==> src/rtl/ddr_tchk_pkg.sv <==
package ddr_tchk_pkg;

   typedef enum logic [3:0] {
      CMD_NOP = 4'd0,
      CMD_ACT = 4'd1,
      CMD_RD  = 4'd2,
      CMD_WR  = 4'd3,
      CMD_RDA = 4'd4,
      CMD_WRA = 4'd5,
      CMD_PRE = 4'd6,
      CMD_REF = 4'd7,
      CMD_MRS = 4'd8,
      CMD_SRX = 4'd9
   } cmd_e;

   // Lower code wins when several rules fail together.
   typedef enum logic [3:0] {
      RULE_NONE  = 4'd0,
      RULE_MRD   = 4'd1,
      RULE_XSNR  = 4'd2,
      RULE_XSRD  = 4'd3,
      RULE_RFC   = 4'd4,
      RULE_NOROW = 4'd5,
      RULE_RCD   = 4'd6,
      RULE_RAP   = 4'd7,
      RULE_CCD   = 4'd8,
      RULE_WTR   = 4'd9,
      RULE_RAS   = 4'd10,
      RULE_WREC  = 4'd11,
      RULE_RC    = 4'd12,
      RULE_RP    = 4'd13,
      RULE_DAL   = 4'd14,
      RULE_RRD   = 4'd15
   } rule_e;

   localparam int unsigned NRULE = 15;

   // Picoseconds to whole clock cycles, rounded up.
   function automatic int unsigned ps2ck(input int unsigned ps, input int unsigned tck);
      return (ps + tck - 1) / tck;
   endfunction

   // Counter preload for a limit of n cycles (counter reads n-1 one cycle later).
   function automatic int unsigned ldval(input int unsigned n);
      return (n == 0) ? 0 : n - 1;
   endfunction

   function automatic int unsigned maxu(input int unsigned a, input int unsigned b);
      return (a > b) ? a : b;
   endfunction

endpackage

==> src/rtl/ddr_tchk_dcnt.sv <==
module ddr_tchk_dcnt #(
   parameter int CW = 8
) (
   input  logic          clk_i,
   input  logic          rst_ni,
   input  logic          load_i,
   input  logic [CW-1:0] val_i,
   output logic          busy_o
);

   logic [CW-1:0] cnt_q;

   always_ff @(posedge clk_i) begin
      if (!rst_ni)           cnt_q <= '0;
      else if (load_i)       cnt_q <= val_i;
      else if (cnt_q != '0)  cnt_q <= cnt_q - 1'b1;
   end

   assign busy_o = (cnt_q != '0);

endmodule

==> src/rtl/ddr_tchk_bank.sv <==
module ddr_tchk_bank
   import ddr_tchk_pkg::*;
#(
   parameter int CW           = 8,
   parameter int AGE_W        = 14,
   parameter bit ROW_LIMIT_EN = 1'b1,
   parameter int RAS_CK       = 8,
   parameter int RC_CK        = 11,
   parameter int RP_CK        = 3,
   parameter int RCD_CK       = 3,
   parameter int RAP_CK       = 8,
   parameter int WREC_CK      = 6,
   parameter int DAL_CK       = 9,
   parameter int RASMAX_CK    = 14000
) (
   input  logic clk_i,
   input  logic rst_ni,
   input  logic act_i,
   input  logic wr_i,
   input  logic rda_i,
   input  logic wra_i,
   input  logic pre_i,
   output logic open_o,
   output logic ras_busy_o,
   output logic rc_busy_o,
   output logic rp_busy_o,
   output logic rcd_busy_o,
   output logic rap_busy_o,
   output logic wr_busy_o,
   output logic dal_busy_o,
   output logic overdue_o
);

   logic open_q;
   logic close_w;

   assign close_w = pre_i | rda_i | wra_i;

   always_ff @(posedge clk_i) begin
      if (!rst_ni)      open_q <= 1'b0;
      else if (act_i)   open_q <= 1'b1;
      else if (close_w) open_q <= 1'b0;
   end

   assign open_o = open_q;

   ddr_tchk_dcnt #(.CW(CW)) u_ras (.clk_i(clk_i), .rst_ni(rst_ni), .load_i(act_i),
      .val_i(CW'(ldval(RAS_CK))), .busy_o(ras_busy_o));
   ddr_tchk_dcnt #(.CW(CW)) u_rc  (.clk_i(clk_i), .rst_ni(rst_ni), .load_i(act_i),
      .val_i(CW'(ldval(RC_CK))), .busy_o(rc_busy_o));
   ddr_tchk_dcnt #(.CW(CW)) u_rcd (.clk_i(clk_i), .rst_ni(rst_ni), .load_i(act_i),
      .val_i(CW'(ldval(RCD_CK))), .busy_o(rcd_busy_o));
   ddr_tchk_dcnt #(.CW(CW)) u_rap (.clk_i(clk_i), .rst_ni(rst_ni), .load_i(act_i),
      .val_i(CW'(ldval(RAP_CK))), .busy_o(rap_busy_o));
   ddr_tchk_dcnt #(.CW(CW)) u_rp  (.clk_i(clk_i), .rst_ni(rst_ni), .load_i(pre_i | rda_i),
      .val_i(CW'(ldval(RP_CK))), .busy_o(rp_busy_o));
   ddr_tchk_dcnt #(.CW(CW)) u_wr  (.clk_i(clk_i), .rst_ni(rst_ni), .load_i(wr_i),
      .val_i(CW'(ldval(WREC_CK))), .busy_o(wr_busy_o));
   ddr_tchk_dcnt #(.CW(CW)) u_dal (.clk_i(clk_i), .rst_ni(rst_ni), .load_i(wra_i),
      .val_i(CW'(ldval(DAL_CK))), .busy_o(dal_busy_o));

   generate
      if (ROW_LIMIT_EN) begin : g_age
         logic [AGE_W-1:0] age_q;
         always_ff @(posedge clk_i) begin
            if (!rst_ni)                                       age_q <= '0;
            else if (act_i || close_w)                         age_q <= '0;
            else if (open_q && (age_q < AGE_W'(RASMAX_CK)))    age_q <= age_q + 1'b1;
         end
         assign overdue_o = open_q && (age_q >= AGE_W'(RASMAX_CK));
      end else begin : g_noage
         assign overdue_o = 1'b0;
      end
   endgenerate

endmodule

==> src/rtl/ddr_tchk.sv <==
module ddr_tchk
   import ddr_tchk_pkg::*;
#(
   parameter int unsigned NUM_BANKS    = 4,
   parameter int unsigned TCK_PS       = 5000,
   parameter int unsigned T_RAS_PS     = 40000,
   parameter int unsigned T_RASMAX_PS  = 70000000,
   parameter int unsigned T_RC_PS      = 55000,
   parameter int unsigned T_RP_PS      = 15000,
   parameter int unsigned T_RCD_PS     = 15000,
   parameter int unsigned T_RRD_PS     = 10000,
   parameter int unsigned T_WR_PS      = 15000,
   parameter int unsigned T_RFC_PS     = 70000,
   parameter int unsigned T_REFI_PS    = 7800000,
   parameter int unsigned T_XSNR_PS    = 75000,
   parameter int unsigned T_WTR_CK     = 2,
   parameter int unsigned T_CCD_CK     = 1,
   parameter int unsigned T_MRD_CK     = 2,
   parameter int unsigned T_XSRD_CK    = 200,
   parameter int unsigned WDATA_CK     = 3,
   parameter bit          ROW_LIMIT_EN = 1'b1,
   localparam int         BA_W         = $clog2(NUM_BANKS)
) (
   input  logic            clk_i,
   input  logic            rst_ni,
   input  logic            cmd_vld_i,
   input  logic [3:0]      cmd_i,
   input  logic [BA_W-1:0] bank_i,
   output logic            viol_o,
   output logic [3:0]      viol_rule_o,
   output logic            refresh_due_o,
   output logic            row_overdue_o
);

   // Limits in cycles
   localparam int unsigned RAS_CK    = ps2ck(T_RAS_PS, TCK_PS);
   localparam int unsigned RASMAX_CK = ps2ck(T_RASMAX_PS, TCK_PS);
   localparam int unsigned RC_CK     = ps2ck(T_RC_PS, TCK_PS);
   localparam int unsigned RP_CK     = ps2ck(T_RP_PS, TCK_PS);
   localparam int unsigned RCD_CK    = ps2ck(T_RCD_PS, TCK_PS);
   localparam int unsigned RRD_CK    = ps2ck(T_RRD_PS, TCK_PS);
   localparam int unsigned WR_CK     = ps2ck(T_WR_PS, TCK_PS);
   localparam int unsigned RFC_CK    = ps2ck(T_RFC_PS, TCK_PS);
   localparam int unsigned REFI_CK   = ps2ck(T_REFI_PS, TCK_PS);
   localparam int unsigned XSNR_CK   = ps2ck(T_XSNR_PS, TCK_PS);
   localparam int unsigned RAP_CK    = maxu(RCD_CK, RAS_CK);
   localparam int unsigned WREC_CK   = WDATA_CK + WR_CK;
   localparam int unsigned DAL_CK    = WDATA_CK + WR_CK + RP_CK;
   localparam int unsigned WTR_LD_CK = WDATA_CK + T_WTR_CK;

   localparam int unsigned MAX_A  = maxu(maxu(RAS_CK, RC_CK), maxu(RP_CK, RCD_CK));
   localparam int unsigned MAX_B  = maxu(maxu(RAP_CK, WREC_CK), maxu(DAL_CK, RRD_CK));
   localparam int unsigned MAX_C  = maxu(maxu(WTR_LD_CK, T_CCD_CK), maxu(T_MRD_CK, T_XSRD_CK));
   localparam int unsigned MAX_D  = maxu(XSNR_CK, RFC_CK);
   localparam int unsigned MAX_CK = maxu(maxu(MAX_A, MAX_B), maxu(MAX_C, MAX_D));
   localparam int          CW     = $clog2(MAX_CK + 1);
   localparam int          AGE_W  = $clog2(RASMAX_CK + 1);
   localparam int          REFI_W = $clog2(REFI_CK + 1);

   generate
      if (NUM_BANKS < 2 || (NUM_BANKS & (NUM_BANKS - 1)) != 0) begin : g_bad_banks
         $error("NUM_BANKS must be a power of two, at least 2");
      end
      if (TCK_PS == 0) begin : g_bad_tck
         $error("TCK_PS must be nonzero");
      end
      if (REFI_CK < 2) begin : g_bad_refi
         $error("refresh interval must span at least two cycles");
      end
   endgenerate

   // Command decode
   cmd_e cmd;
   logic live, is_act, is_rd, is_wr, is_rda, is_wra, is_pre, is_ref, is_mrs, is_srx;
   logic is_col, is_read;

   assign cmd     = cmd_e'(cmd_i);
   assign live    = cmd_vld_i && (cmd != CMD_NOP);
   assign is_act  = live && (cmd == CMD_ACT);
   assign is_rd   = live && (cmd == CMD_RD);
   assign is_wr   = live && (cmd == CMD_WR);
   assign is_rda  = live && (cmd == CMD_RDA);
   assign is_wra  = live && (cmd == CMD_WRA);
   assign is_pre  = live && (cmd == CMD_PRE);
   assign is_ref  = live && (cmd == CMD_REF);
   assign is_mrs  = live && (cmd == CMD_MRS);
   assign is_srx  = live && (cmd == CMD_SRX);
   assign is_col  = is_rd | is_wr | is_rda | is_wra;
   assign is_read = is_rd | is_rda;

   // Per-bank trackers
   logic [NUM_BANKS-1:0] open_v, ras_v, rc_v, rp_v, rcd_v, rap_v, wr_v, dal_v, ovd_v;
   logic [NUM_BANKS-1:0] bank_open;

   generate
      for (genvar b = 0; b < NUM_BANKS; b++) begin : g_bank
         logic hit;
         assign hit = (bank_i == BA_W'(b));
         ddr_tchk_bank #(
            .CW(CW), .AGE_W(AGE_W), .ROW_LIMIT_EN(ROW_LIMIT_EN),
            .RAS_CK(RAS_CK), .RC_CK(RC_CK), .RP_CK(RP_CK), .RCD_CK(RCD_CK),
            .RAP_CK(RAP_CK), .WREC_CK(WREC_CK), .DAL_CK(DAL_CK), .RASMAX_CK(RASMAX_CK)
         ) u_bank (
            .clk_i(clk_i), .rst_ni(rst_ni),
            .act_i(is_act && hit), .wr_i(is_wr && hit), .rda_i(is_rda && hit),
            .wra_i(is_wra && hit), .pre_i(is_pre && hit),
            .open_o(open_v[b]), .ras_busy_o(ras_v[b]), .rc_busy_o(rc_v[b]),
            .rp_busy_o(rp_v[b]), .rcd_busy_o(rcd_v[b]), .rap_busy_o(rap_v[b]),
            .wr_busy_o(wr_v[b]), .dal_busy_o(dal_v[b]), .overdue_o(ovd_v[b])
         );
      end
   endgenerate

   assign bank_open = open_v;

   // Device-wide counters
   logic rrd_busy, wtr_busy, ccd_busy, mrd_busy, xsrd_busy, xsnr_busy, rfc_busy;

   ddr_tchk_dcnt #(.CW(CW)) u_rrd  (.clk_i(clk_i), .rst_ni(rst_ni), .load_i(is_act),
      .val_i(CW'(ldval(RRD_CK))), .busy_o(rrd_busy));
   ddr_tchk_dcnt #(.CW(CW)) u_wtr  (.clk_i(clk_i), .rst_ni(rst_ni), .load_i(is_wr | is_wra),
      .val_i(CW'(ldval(WTR_LD_CK))), .busy_o(wtr_busy));
   ddr_tchk_dcnt #(.CW(CW)) u_ccd  (.clk_i(clk_i), .rst_ni(rst_ni), .load_i(is_col),
      .val_i(CW'(ldval(T_CCD_CK))), .busy_o(ccd_busy));
   ddr_tchk_dcnt #(.CW(CW)) u_mrd  (.clk_i(clk_i), .rst_ni(rst_ni), .load_i(is_mrs),
      .val_i(CW'(ldval(T_MRD_CK))), .busy_o(mrd_busy));
   ddr_tchk_dcnt #(.CW(CW)) u_xsrd (.clk_i(clk_i), .rst_ni(rst_ni), .load_i(is_srx),
      .val_i(CW'(ldval(T_XSRD_CK))), .busy_o(xsrd_busy));
   ddr_tchk_dcnt #(.CW(CW)) u_xsnr (.clk_i(clk_i), .rst_ni(rst_ni), .load_i(is_srx),
      .val_i(CW'(ldval(XSNR_CK))), .busy_o(xsnr_busy));
   ddr_tchk_dcnt #(.CW(CW)) u_rfc  (.clk_i(clk_i), .rst_ni(rst_ni), .load_i(is_ref),
      .val_i(CW'(ldval(RFC_CK))), .busy_o(rfc_busy));

   logic [BA_W-1:0] last_act_q;
   always_ff @(posedge clk_i) begin
      if (!rst_ni)     last_act_q <= '0;
      else if (is_act) last_act_q <= bank_i;
   end

   // Refresh interval tracking
   logic [REFI_W-1:0] refi_q;
   always_ff @(posedge clk_i) begin
      if (!rst_ni)                          refi_q <= '0;
      else if (is_ref)                      refi_q <= '0;
      else if (refi_q < REFI_W'(REFI_CK))   refi_q <= refi_q + 1'b1;
   end

   // Rule evaluation
   logic open_sel, ras_sel, rc_sel, rp_sel, rcd_sel, rap_sel, wr_sel, dal_sel;
   assign open_sel = open_v[bank_i];
   assign ras_sel  = ras_v[bank_i];
   assign rc_sel   = rc_v[bank_i];
   assign rp_sel   = rp_v[bank_i];
   assign rcd_sel  = rcd_v[bank_i];
   assign rap_sel  = rap_v[bank_i];
   assign wr_sel   = wr_v[bank_i];
   assign dal_sel  = dal_v[bank_i];

   logic [NRULE:0] fail;
   always_comb begin
      fail             = '0;
      fail[RULE_MRD]   = live && mrd_busy;
      fail[RULE_XSNR]  = live && !is_read && xsnr_busy;
      fail[RULE_XSRD]  = is_read && xsrd_busy;
      fail[RULE_RFC]   = (is_act || is_ref) && rfc_busy;
      fail[RULE_NOROW] = is_col && !open_sel;
      fail[RULE_RCD]   = is_col && open_sel && rcd_sel;
      fail[RULE_RAP]   = is_rda && open_sel && rap_sel;
      fail[RULE_CCD]   = is_col && ccd_busy;
      fail[RULE_WTR]   = is_read && wtr_busy;
      fail[RULE_RAS]   = is_pre && open_sel && ras_sel;
      fail[RULE_WREC]  = is_pre && wr_sel;
      fail[RULE_RC]    = (is_act && rc_sel) || (is_ref && (|rc_v));
      fail[RULE_RP]    = is_act && rp_sel;
      fail[RULE_DAL]   = is_act && dal_sel;
      fail[RULE_RRD]   = is_act && rrd_busy && (last_act_q != bank_i);
   end

   rule_e pick;
   always_comb begin
      pick = RULE_NONE;
      for (int r = NRULE; r >= 1; r--) begin
         if (fail[r]) pick = rule_e'(4'(r));
      end
   end

   logic       viol_q;
   logic [3:0] rule_q;
   always_ff @(posedge clk_i) begin
      if (!rst_ni) begin
         viol_q <= 1'b0;
         rule_q <= '0;
      end else begin
         viol_q <= (pick != RULE_NONE);
         rule_q <= pick;
      end
   end

   assign viol_o        = viol_q;
   assign viol_rule_o   = rule_q;
   assign refresh_due_o = (refi_q >= REFI_W'(REFI_CK));
   assign row_overdue_o = |ovd_v;

endmodule

==> config.mk <==
export PLATFORM = sky130hd
export DESIGN_NAME = ddr_tchk
export DESIGN_NICKNAME = d
export VERILOG_FILES = /design/src/rtl/ddr_tchk_pkg.sv /design/src/rtl/ddr_tchk_dcnt.sv /design/src/rtl/ddr_tchk_bank.sv /design/src/rtl/ddr_tchk.sv
export SDC_FILE = /design/constraint.sdc
export NUM_CORES = 1
export LEC_CHECK = 0
export BUFFER_PORTS_ARGS = -buffer_cell sky130_fd_sc_hd__buf_2
export CAP_MARGIN = 20
export CORE_ASPECT_RATIO = 1.75
export CORE_MARGIN = 5
export CORE_UTILIZATION = 40
export CTS_CLUSTER_DIAMETER = 120
export DETAILED_ROUTE_END_ITERATION = 7
export PLACE_DENSITY_LB_ADDON = 0.2
export SLEW_MARGIN = 25
export SYNTH_ARGS = -nofsm -noshare
export SYNTH_HDL_FRONTEND = slang
export SYNTH_HIERARCHICAL = 1
export SYNTH_SLANG_ARGS = --single-unit
==> constraint.sdc <==
create_clock -name clk_i -period 4.6 [get_ports clk_i]
set_input_delay 0.46 -clock clk_i [delete_from_list [all_inputs] [get_ports clk_i]]
set_output_delay 0.46 -clock clk_i [all_outputs]
set_load 0.1 [all_outputs]
==> results of run 1 <==
## cell usage in the layout, fill, tap and decap left out, drive strengths merged, types with 8 or more instances in the layout
cell	n
xor2	41
nor4b	36
ha	80
xnor2	119
nor4	46
or2	9
or4	53
conb	280
inv	236
a21oi	145
mux2i	87
nand2	116
nand3	237
nor2	133
o21a	9
o21ai	128
nand4	49
mux4	8
or3	57
nor3	49
nor3b	40
o31ai	156
buf	32
dfxtp	358
and2	36
clkbuf	58
mux2	35
o211ai	39
## worst min path at each step
stage | endpoint | depth (start not counted) | slack (ns) | from
after global placement | refi_q[10]$_SDFFE_PP0N_ | 2 | 0.45 | refi_q[10]$_SDFFE_PP0N_
after global routing | viol_rule_o[1]$_SDFF_PN0_ | 4 | 0.42 | cmd_vld_i
final | viol_rule_o[1]$_SDFF_PN0_ | 4 | 0.40 | cmd_vld_i
after floorplan | refi_q[10]$_SDFFE_PP0N_ | 2 | 0.44 | refi_q[10]$_SDFFE_PP0N_
after detailed placement | refi_q[10]$_SDFFE_PP0N_ | 2 | 0.47 | refi_q[10]$_SDFFE_PP0N_
after CTS | viol_rule_o[1]$_SDFF_PN0_ | 4 | 0.35 | cmd_vld_i
## layout make-up
cell class,instances,area (um2)
Multi-Input combinational cell,2056,14050
Clock inverter,11,165.2
Sequential cell,358,7167
Inverter,237,889.6
Tap cell,684,855.8
Clock buffer,58,1177
Fill cell,5210,28990
Timing Repair Buffer,32,237.7
## routing by layer
layer,part of all wire [%],GRT usage [%],vias up
li1,-,-,9126
met1,40,17.94,8406
met2,54,31.45,185
met3,2.5,1.943,77
met4,3.1,5.445,0
met5,0,0,-
## power by group
part	leakage [nW]	switching [W]	total [W]	internal (W)
logic	5.88	0.00379	0.00784	0.00404
registers	2.94	0.00109	0.00521	0.00412
clock network	0.662	0.00130	0.00329	0.00199
total	9.49	0.00618	0.0163	0.0102
## per-stage QoR
step           cell area (um2)  setup slack, ns  power [W]  hold slack [ns]  utilization, %
6_report                 24540            1.408    0.01633           0.4031           45.84
5_1_grt                  24540            1.305    0.01757           0.4154           45.84
4_1_cts                  24540            1.388    0.01653           0.3502           45.84
3_5_place_dp             23200            1.421    0.01312           0.4700           43.33
3_3_place_gp             23200            1.448    0.01286           0.4542           43.33
2_1_floorplan            22650            1.695    0.01165           0.4367               -
## cells by family (layout without fill, tap and decap cells)
| group | Yosys count | in the layout | synth area share, % |
|---|---|---|---|
| simple gates | 886 | 886 | 25.25 |
| fa+ha+maj | 80 | 80 | 4.626 |
| flops | 358 | 358 | 33.13 |
| other cells | 10 | 280 | 0.1735 |
| xor+xnor | 160 | 160 | 6.477 |
| compound gates | 520 | 520 | 16.34 |
| mux | 130 | 130 | 7.287 |
| buf+inv | 322 | 338 | 6.714 |
## worst register-to-register path: stages, from the launching register on
cell and delay, ns:
dfxtp_1 0.33, or4_4 0.57, nor4b_4 0.42, inv_2 0.12
mux4_2 0.53, nand2_1 0.13, a21oi_1 0.09, a221o_1 0.30
o31a_1 0.28, or3_1 0.30
## registers in the layout, indices dropped and copies added, names as in the netlist
name and cells:
viol_o 1, g_bank.u_bank/u_rp/cnt_q 32, g_bank.u_bank/u_rcd/cnt_q 32, u_xsrd/cnt_q 8, g_bank.u_bank/u_dal/cnt_q 32, u_rrd/cnt_q 8, g_bank.u_bank/open_o 4, viol_rule_o 4
u_wtr/cnt_q 8, refi_q 11, last_act_q 2, u_rfc/cnt_q 8, g_bank.u_bank/u_wr/cnt_q 32, g_bank.u_bank/u_rap/cnt_q 32, u_mrd/cnt_q 8, u_ccd/cnt_q 8
g_bank.u_bank/u_ras/cnt_q 32, g_bank.u_bank/u_rc/cnt_q 32, u_xsnr/cnt_q 8, g_bank.u_bank/g_age.age_q 56
==> out/qor.yml, run 1 <==
final_layout:
  diodes: 0
  drive_gt1_share_pct: 11.48
  syn_to_final_growth_pct: 13.42
  nNetsFinal: 2812
  stdcell_count: 3436
clocking:
  cts_buffer_depth: 3
  h-tree-depth: 2
  cts_tree: "yes"
  clk_latency_ns: 0.53
  hold_buffers: 0
  cts_buffers: 38
  cts_sinks: 358
  path_clk_slew_ns: 0.06
  post_cts_buffers: 0
  root_buffer: "clkbuf_16"
  post_cts_resized: 0
routing:
  wl_per_cell_um: 14.27
  drc_errors: 0
  drt_iter0_drc: 735
  antenna_left: 0
  avgViaCountPerCell: 5.179
  routed_wl_um: 49030
  vias: 17790
  drt_pre_antenna_iters: 5
floorplan:
  fp-row-count: 112
  io_pins: 16
  design.die.area_um2: 59020
  die_y_um: 317.7
  core_um2: 53530
  chipWidth_um: 185.8
  initial_utilization_pct: 40.42
critical_path:
  worst-setup-path-type: "flip-flop to flip-flop"
  crit_cells: 9
  r2r_setup_slack_ns: 1.41
  critPathLaunchType: "flip-flop"
  path_cells: "or4_4 -> nor4b_4 -> inv_2 -> mux4_2 -> nand2_1 -> a21oi_1 -> a221o_1 -> o31a_1 -> or3_1"
  arrival_ns: 3.61
  reg2reg_from: "g_bank[0].u_bank/u_ras/cnt_q[4]$_SDFFE_PN0P_"
  r2r_end: "viol_o$_SDFF_PN0_"
  required_ns: 5.02
  cp-endpoint: "viol_o$_SDFF_PN0_"
  crit_slowest_cell: "or4_4"
  crit_start: "g_bank[0].u_bank/u_ras/cnt_q[4]$_SDFFE_PN0P_"
  cp.buffers_inverters: 1
  cpLargestDelayFamily: "simple AND/OR/NAND/NOR gates"
  critPathCaptureType: "flip-flop"
  reg2regPathDepth: 9
  cp_max_fo: 5
  cp_slowest_stage_delay_ns: 0.57
logic_synthesis:
  synth_common_cells: "dfxtp_1 (358), nand3_1 (237), inv_1 (200), o31ai_1 (156), a21oi_1 (145)"
  yosysMostFrequentCell: "dfxtp_1"
  yosys.area.top_type: "dfxtp_1"
  synthTopCellsByArea: "dfxtp_1 (33%), nand3_1 (5.5%), o31ai_1 (5.4%), xnor2_1 (4.8%), ha_1 (4.6%)"
  yosys_warnings: 6
  synth-seq-cells: 358
  synthFlopType: "dfxtp_1"
  avgSynthCellArea_um2: 8.774
  synth-edff-count: 0
  synth_cell_type_count: 67
  synth_top_area_share_pct: 33.13
  synth_area_um2: 21640
  syn_inst: 2466
  synthArstFlopShare_pct: 0
  seq_area_frac_synth_pct: 33.13
timing:
  setup_viol: 0
  fin_crit_sh_pct: 69.39
  rsz0062_at_grt: "no"
  hold_viol_final: 0
  final.setup.tns_ns: 0
  skew_ns: 0.01160
  min_period_ns: 3.192
  clock.fmax_mhz: 313.3
  slew_headroom_pct: 30.03
  worstMarginPinSlew_ns: 1.048
  finalMaxSlewViolations: 0
global_routing:
  grt_pass1_wl_um: 82770
  grt_max_degree: 101
  grt_remaining_overflow: 0
  antenna_found_initial: 0
  grt_pass1_vias: 17640
  grt_use_total_pct: 16.28
power_and_ir_drop:
  powerDensity_nw_per_um2: 665.6
  p_leak_nw: 9.488
  max-vdd-ir-drop_uv: 274.5
placement:
  placed_cells: 3367
  gp_congestion: 0.8034
  io_buffers: 15
  dp.final_hpwl_um: 36010
outcome:
  status: "complete, no violations"
flow_run:
  maxCapViolations: 0
min_path:
  hp-class: "input port to flip-flop"
No activity file was read; power rests on OpenSTA's default activity.
==> run 2: changes to the inputs <==
==> constraint.sdc (replaced) <==
create_clock -name clk_i -period 2.6 [get_ports clk_i]
set_input_delay 0.26 -clock clk_i [delete_from_list [all_inputs] [get_ports clk_i]]
set_output_delay 0.26 -clock clk_i [all_outputs]
set_load 0.1 [all_outputs]
==> out/qor.yml, run 2 (synthesis gave the netlist of run 1 again) <==
timing:
  setup_viol: 3  # +3
  timing.hold.ws_ns: 0.1634  # -0.2397 ns
  finalMaxSlewViolations: 0  # unchanged
  skew_ns: 0.01910  # +0.007505 ns
  fin_crit_sh_pct: 113.6  # +44 points
  worstMarginPinSlew_ns: 0.7766  # -0.2717 ns
  final.setup.tns_ns: -0.4207  # -0.4207 ns
  slew_headroom_pct: 47.49  # +17 points
  min_period_ns: 2.954  # -0.2378 ns
  clock.fmax_mhz: 338.5  # +8.0%
  hold_viol_final: 0  # unchanged
  setup_ws_ns: -0.3543  # -1.762 ns
  rsz0062_at_grt: "yes"
global_routing:
  grt_pass1_wl_um: 90560  # +9.4%
  grt_remaining_overflow: 0  # unchanged
  grt_use_total_pct: 17.90  # +1.6 points
  grt_pass1_vias: 19560  # +11%
  grt_max_degree: 76  # -25%
  antenna_found_initial: 2  # +2
final_layout:
  num-fill-cells: 5065  # -2.8%
  largest_reg_flops: 56  # unchanged
  layout_commonest_cell: "dfxtp_1"
  final_cell_mix: "dfxtp_1 (356), buf_4 (327), conb_1 (280)"
  nNetsFinal: 3130  # +11%
  drive_gt1_share_pct: 21.08  # +9.6 points
  post-route-util_pct: 50.57  # +4.7 points
  stdcell_count: 3754  # +9.3%
  syn_to_final_growth_pct: 25.11
  regMostFlops: "g_bank.u_bank/g_age.age_q"
placement:
  io_buffers: 15  # unchanged
  gp_congestion: 0.8354  # +4.0%
  dp.final_hpwl_um: 40350  # +12%
  placed_cells: 3675  # +9.1%
routing:
  drt_iter0_drc: 668  # -9.1%
  vias: 19020  # +6.9%
  drt_pre_antenna_iters: 5  # unchanged
  antenna_left: 0  # unchanged
  routed_wl_um: 53410  # +8.9%
  wl_per_cell_um: 14.23  # -0.30%
  avgViaCountPerCell: 5.066  # -2.2%
  drc_errors: 0  # unchanged
floorplan:
  fp-row-count: 112  # unchanged
  design.die.area_um2: 59020  # unchanged
  die_y_um: 317.7  # unchanged
  core_um2: 53530  # unchanged
  io_pins: 16  # unchanged
  chipWidth_um: 185.8  # unchanged
  initial_utilization_pct: 40.42  # unchanged
critical_path:
  reg2reg_from: "g_bank[2].u_bank/u_ras/cnt_q[5]$_SDFFE_PN0P_"
  cp_max_fo: 2  # -3
  worst-setup-path-type: "flip-flop to flip-flop"
  arrival_ns: 3.36  # -0.25 ns
  critPathLaunchType: "flip-flop"
  r2r_end: "viol_o$_SDFF_PN0_"
  critPathCaptureType: "flip-flop"
  required_ns: 3.00  # -2.02 ns
  reg2regPathDepth: 9  # unchanged
  r2r_setup_slack_ns: -0.35  # -1.76 ns
clocking:
  cts_sinks: 358  # unchanged
  cts_tree: "yes"
  h-tree-depth: 2  # unchanged
  clk_latency_ns: 0.55  # +0.02 ns
  root_buffer: "clkbuf_16"
  cts_buffers: 38  # unchanged
  cts_buffer_depth: 3  # unchanged
  hold_buffers: 0  # unchanged
  path_clk_slew_ns: 0.06  # about the same
power_and_ir_drop:
  power.internal_w: 0.02020  # +99%
  p_leak_nw: 11.07  # +17%
  powerDensity_nw_per_um2: 1179  # +77%
  netSwitchingFraction_pct: 36.72  # -1.1 points
  switching_power_w: 0.01172  # +90%
  combPwrFrac_pct: 54.6  # +6.6 points
  power_frac_seq_pct: 27.6  # -4.3 points
  power_frac_clock_pct: 17.7  # -2.5 points
  max-vdd-ir-drop_uv: 431.9  # +57%
outcome:
  failed_checks: "setup timing"
  status: "finished with violations"
flow_run:
  maxCapViolations: 0  # unchanged
min_path:
  hold_path_startpoint: "rst_ni"
  worstHoldEndpoint: "g_bank[3].u_bank/u_wr/cnt_q[6]$_SDFFE_PN0P_"
  hold_depth: 3  # -1
  hp-class: "input port to flip-flop"
run 2: changes by cell type in the layout (fill, tap and decap cells not counted), moves of 3 or more:
cell	previous run	this run
clkbuf_1	6	11
a211oi_2	0	7
clkbuf_8	13	7
buf_4	15	327
a211oi_1	7	0
a21oi_2	0	3
buf_12	2	8
a21oi_1	145	142
run 2: worst max path at each step:
stage,slack [ns],to,startpoint,depth (start not counted)
detailed placement,-0.34,viol_o$_SDFF_PN0_,g_bank[2].u_bank/u_ras/cnt_q[5]$_SDFFE_PN0P_,9
finish,-0.35,viol_o$_SDFF_PN0_,g_bank[2].u_bank/u_ras/cnt_q[5]$_SDFFE_PN0P_,9
global placement,-0.29,viol_o$_SDFF_PN0_,g_bank[0].u_bank/u_ras/cnt_q[4]$_SDFFE_PN0P_,9
global route,-0.43,viol_o$_SDFF_PN0_,g_bank[0].u_bank/u_ras/cnt_q[4]$_SDFFE_PN0P_,9
CTS,-0.36,viol_o$_SDFF_PN0_,g_bank[1].u_bank/u_ras/cnt_q[4]$_SDFFE_PN0P_,9
floorplan,-0.21,viol_o$_SDFF_PN0_,g_bank[3].u_bank/u_ras/cnt_q[5]$_SDFFE_PN0P_,9
run 2: routing by layer:
layer	GRT usage, %	share of wire [%]
met1	18.74	39
met2	35.81	56
met3	2.206	2.3
met4	5.639	2.8
met5	0	0.024
run 2: cell type report:
cell class | instances | area [um2] | share of cell area, %
diodes | 1 | 2.502 | 0.009245
clock buffers | 59 | 1164 | 4.299
clock inverters | 9 | 120.1 | 0.4437
inverters | 237 | 889.6 | 3.286
multi-input cells | 2056 | 14160 | 52.30
flip-flops and latches | 358 | 7169 | 26.49
well taps | 684 | 855.8 | 3.162
repair buffers | 350 | 2710 | 10.01
run 2: per-stage QoR:
| step | area, um2 | total power (W) | worst slack (ns) |
|---|---|---|---|
| floorplan | 22660 | 0.02059 | -0.2079 |
| global placement | 25590 | 0.02572 | -0.2948 |
| detailed placement | 25590 | 0.02623 | -0.3360 |
| CTS | 26970 | 0.03219 | -0.3613 |
| global route | 27070 | 0.03432 | -0.4312 |
| finish | 27070 | 0.03192 | -0.3543 |
run 2: critical path, cell delays in order (launching register included):
cell and delay [ns]:
dfxtp_1 0.32, or4_4 0.55, nor4b_4 0.26, inv_2 0.07, mux4_2 0.54, nand2_2 0.13
a21oi_2 0.07, a221o_1 0.28, o31a_1 0.28, or3_1 0.32
run 2: power by group through the flow:
| stage | sequential, W | clock, W | combinational, W |
|---|---|---|---|
| 2_1_floorplan | 0.00898 | 0 | 0.0116 |
| 3_3_place_gp | 0.00884 | 0 | 0.0169 |
| 3_5_place_dp | 0.00893 | 0 | 0.0173 |
| 4_1_cts | 0.00883 | 0.00586 | 0.0175 |
| 5_1_grt | 0.00907 | 0.00604 | 0.0192 |
| 6_report | 0.00883 | 0.00566 | 0.0174 |
run 2: repair_timing:
item | in CTS | in global routing
pin swaps | 3 | 5
cloned | 0 | 0
gates resized for setup | 11 | 12
endpoints found under the setup margin | 6 | 6
buffers inserted | 5 | 5
==> run 3: changes to the inputs <==
--- a/config.mk
+++ b/config.mk
@@ -12,9 +12,12 @@
 export CORE_UTILIZATION = 40
 export CTS_CLUSTER_DIAMETER = 120
 export DETAILED_ROUTE_END_ITERATION = 7
+export GPL_TIMING_DRIVEN = 0
 export PLACE_DENSITY_LB_ADDON = 0.2
+export SETUP_SLACK_MARGIN = 0.4
 export SLEW_MARGIN = 25
 export SYNTH_ARGS = -nofsm -noshare
 export SYNTH_HDL_FRONTEND = slang
 export SYNTH_HIERARCHICAL = 1
 export SYNTH_SLANG_ARGS = --single-unit
+export TNS_END_PERCENT = 10
==> out/qor.yml, run 3 (synthesis gave the netlist of run 1 again) <==
clocking:
  cts_tree: "yes"
  cts_buffers: 38  # unchanged
  cts_buffer_depth: 3  # unchanged
  h-tree-depth: 2  # unchanged
  path_clk_slew_ns: 0.06  # about the same
  root_buffer: "clkbuf_16"
  cts_sinks: 358  # unchanged
  clk_latency_ns: 0.55  # about the same
global_routing:
  grt_pass1_vias: 18760  # -4.1%
  grt_use_total_pct: 17.18  # -0.72 points
  antenna_found_initial: 0  # -2
  grt_max_degree: 56  # -26%
  grt_pass1_wl_um: 87190  # -3.7%
  grt_remaining_overflow: 0  # unchanged
routing:
  drt_pre_antenna_iters: 5  # unchanged
  drt_iter0_drc: 654  # -2.1%
  routed_wl_um: 51270  # -4.0%
  antenna_left: 0  # unchanged
  wl_per_cell_um: 14.33  # +0.75%
  drc_errors: 0  # unchanged
  avgViaCountPerCell: 5.171  # +2.1%
  vias: 18500  # -2.7%
min_path:
  hp-class: "input port to flip-flop"
  hold_depth: 3  # unchanged
critical_path:
  required_ns: 3.02  # +0.02 ns
  worst-setup-path-type: "flip-flop to flip-flop"
  cp_max_fo: 3  # +1
  reg2regPathDepth: 9  # unchanged
  arrival_ns: 3.42  # +0.06 ns
  critPathCaptureType: "flip-flop"
  critPathLaunchType: "flip-flop"
timing:
  slew_headroom_pct: 38.45  # -9.0 points
  fin_crit_sh_pct: 115.4  # +1.8 points
  skew_ns: 0.01308  # -0.006018 ns
  clock.fmax_mhz: 333.2  # -1.6%
  rsz0062_at_grt: "yes"
  min_period_ns: 3.002  # +0.04728 ns
  hold_viol_final: 0  # unchanged
  final.setup.tns_ns: -1.229  # -0.8081 ns
  finalMaxSlewViolations: 0  # unchanged
  worstMarginPinSlew_ns: 0.9198  # +0.1431 ns
  setup_viol: 6  # +3
  setup_ws_ns: -0.4016  # -0.04728 ns
flow_run:
  maxCapViolations: 0  # unchanged
outcome:
  failed_checks: "setup timing"
  status: "finished with violations"
floorplan:
  die_y_um: 317.7  # unchanged
  initial_utilization_pct: 40.42  # unchanged
  design.die.area_um2: 59020  # unchanged
  io_pins: 16  # unchanged
  core_um2: 53530  # unchanged
  fp-row-count: 112  # unchanged
  chipWidth_um: 185.8  # unchanged
placement:
  gp_congestion: 0.8110  # -2.9%
  dpl-instance-area_um2: 23620  # -7.7%
  pre_cts_ws_ns: -0.5921  # -0.2561 ns
  dp.final_hpwl_um: 37070  # -8.1%
  io_buffers: 12  # -3
final_layout:
  regMostFlops: "g_bank.u_bank/g_age.age_q"
  final_area_um2: 25610  # -5.4%
  final_cell_mix: "dfxtp_1 (333), conb_1 (280), nand3_1 (237)"
  diodes: 0  # -1
  layout_commonest_cell: "dfxtp_1"
  post-route-util_pct: 47.85  # -2.7 points
  drive_gt1_share_pct: 15.90  # -5.2 points
  nNetsFinal: 2964  # -5.3%
  largest_reg_flops: 56  # unchanged
  syn_to_final_growth_pct: 18.38
power_and_ir_drop:
  max-vdd-ir-drop_uv: 426.7  # -1.2%
  p_leak_nw: 10.15  # -8.3%
  total_power_w: 0.02965  # -7.1%
  powerDensity_nw_per_um2: 1158  # -1.8%
-- run 3: cell count changes in the layout (fill, tap and decap cells not counted), sizes merged --
cell / change
clkbuf: +31
inv: +1
buf: -240
diode: -1
dlygate4sd1: +35
bufinv: -3
-- run 3: worst paths after layout --
path / start / endpoint / slack, ns
worst max-delay path: g_bank[1].u_bank/u_rcd/cnt_q[4]$_SDFFE_PN0P_ / viol_o$_SDFF_PN0_ / -0.40
worst min-delay path: rst_ni / refi_q[3]$_SDFFE_PP0N_ / 0.12
worst max register to register: g_bank[1].u_bank/u_rcd/cnt_q[4]$_SDFFE_PN0P_ / viol_o$_SDFF_PN0_ / -0.40
worst min register to register: refi_q[10]$_SDFFE_PP0N_ / refi_q[10]$_SDFFE_PP0N_ / 0.48
-- run 3: critical path: stages, from the launching register on --
cell and delay [ns]:
dfxtp_1 0.33, or4_4 0.58, nor4b_4 0.37, inv_2 0.07
mux4_2 0.51, and3_4 0.22, a31oi_4 0.13, o32a_1 0.20
a211oi_2 0.09, or3_1 0.38
-- run 3: layout make-up --
cell class                      count  area [um2]
Buffer                             85       564.3
Clock buffer                       51        1081
Clock inverter                      7       38.79
Fill cell                        5200       27920
Inverter                          237       893.4
Multi-Input combinational cell   2056       14160
Sequential cell                   358        7208
Tap cell                          684       855.8
Timing Repair Buffer               99       809.5
-- run 3: through the flow --
stage                     hold WS, ns  cells
after floorplan                0.3775   2736
after global placement         0.4517   3432
after detailed placement       0.4729   3434
after CTS                     0.09954   3568
after global routing           0.1348   3577
final                          0.1248   3577
-- run 3: where the power goes --
group	total (W)	switching, W	internal [W]
clock network	0.00514	0.00226	0.00289
registers	0.00922	0.00193	0.00730
logic	0.0153	0.00709	0.00819
-- run 3: per-layer routing --
metal	vias up	share of wire [%]	track usage [%]
met1	8791	39	17.88
met5	-	0	0
met2	183	55	34.22
met3	99	2.1	1.920
met4	0	3.2	6.239
li1	9423	-	-
-- run 3: timing repair --
action                                 CTS  global route
pin swaps                               48            31
setup buffers                           76             9
endpoints found under the hold margin    0             0
setup endpoints to repair              129            71
cloned                                   0             0
hold buffers                             0             0
resized for setup                       42            31
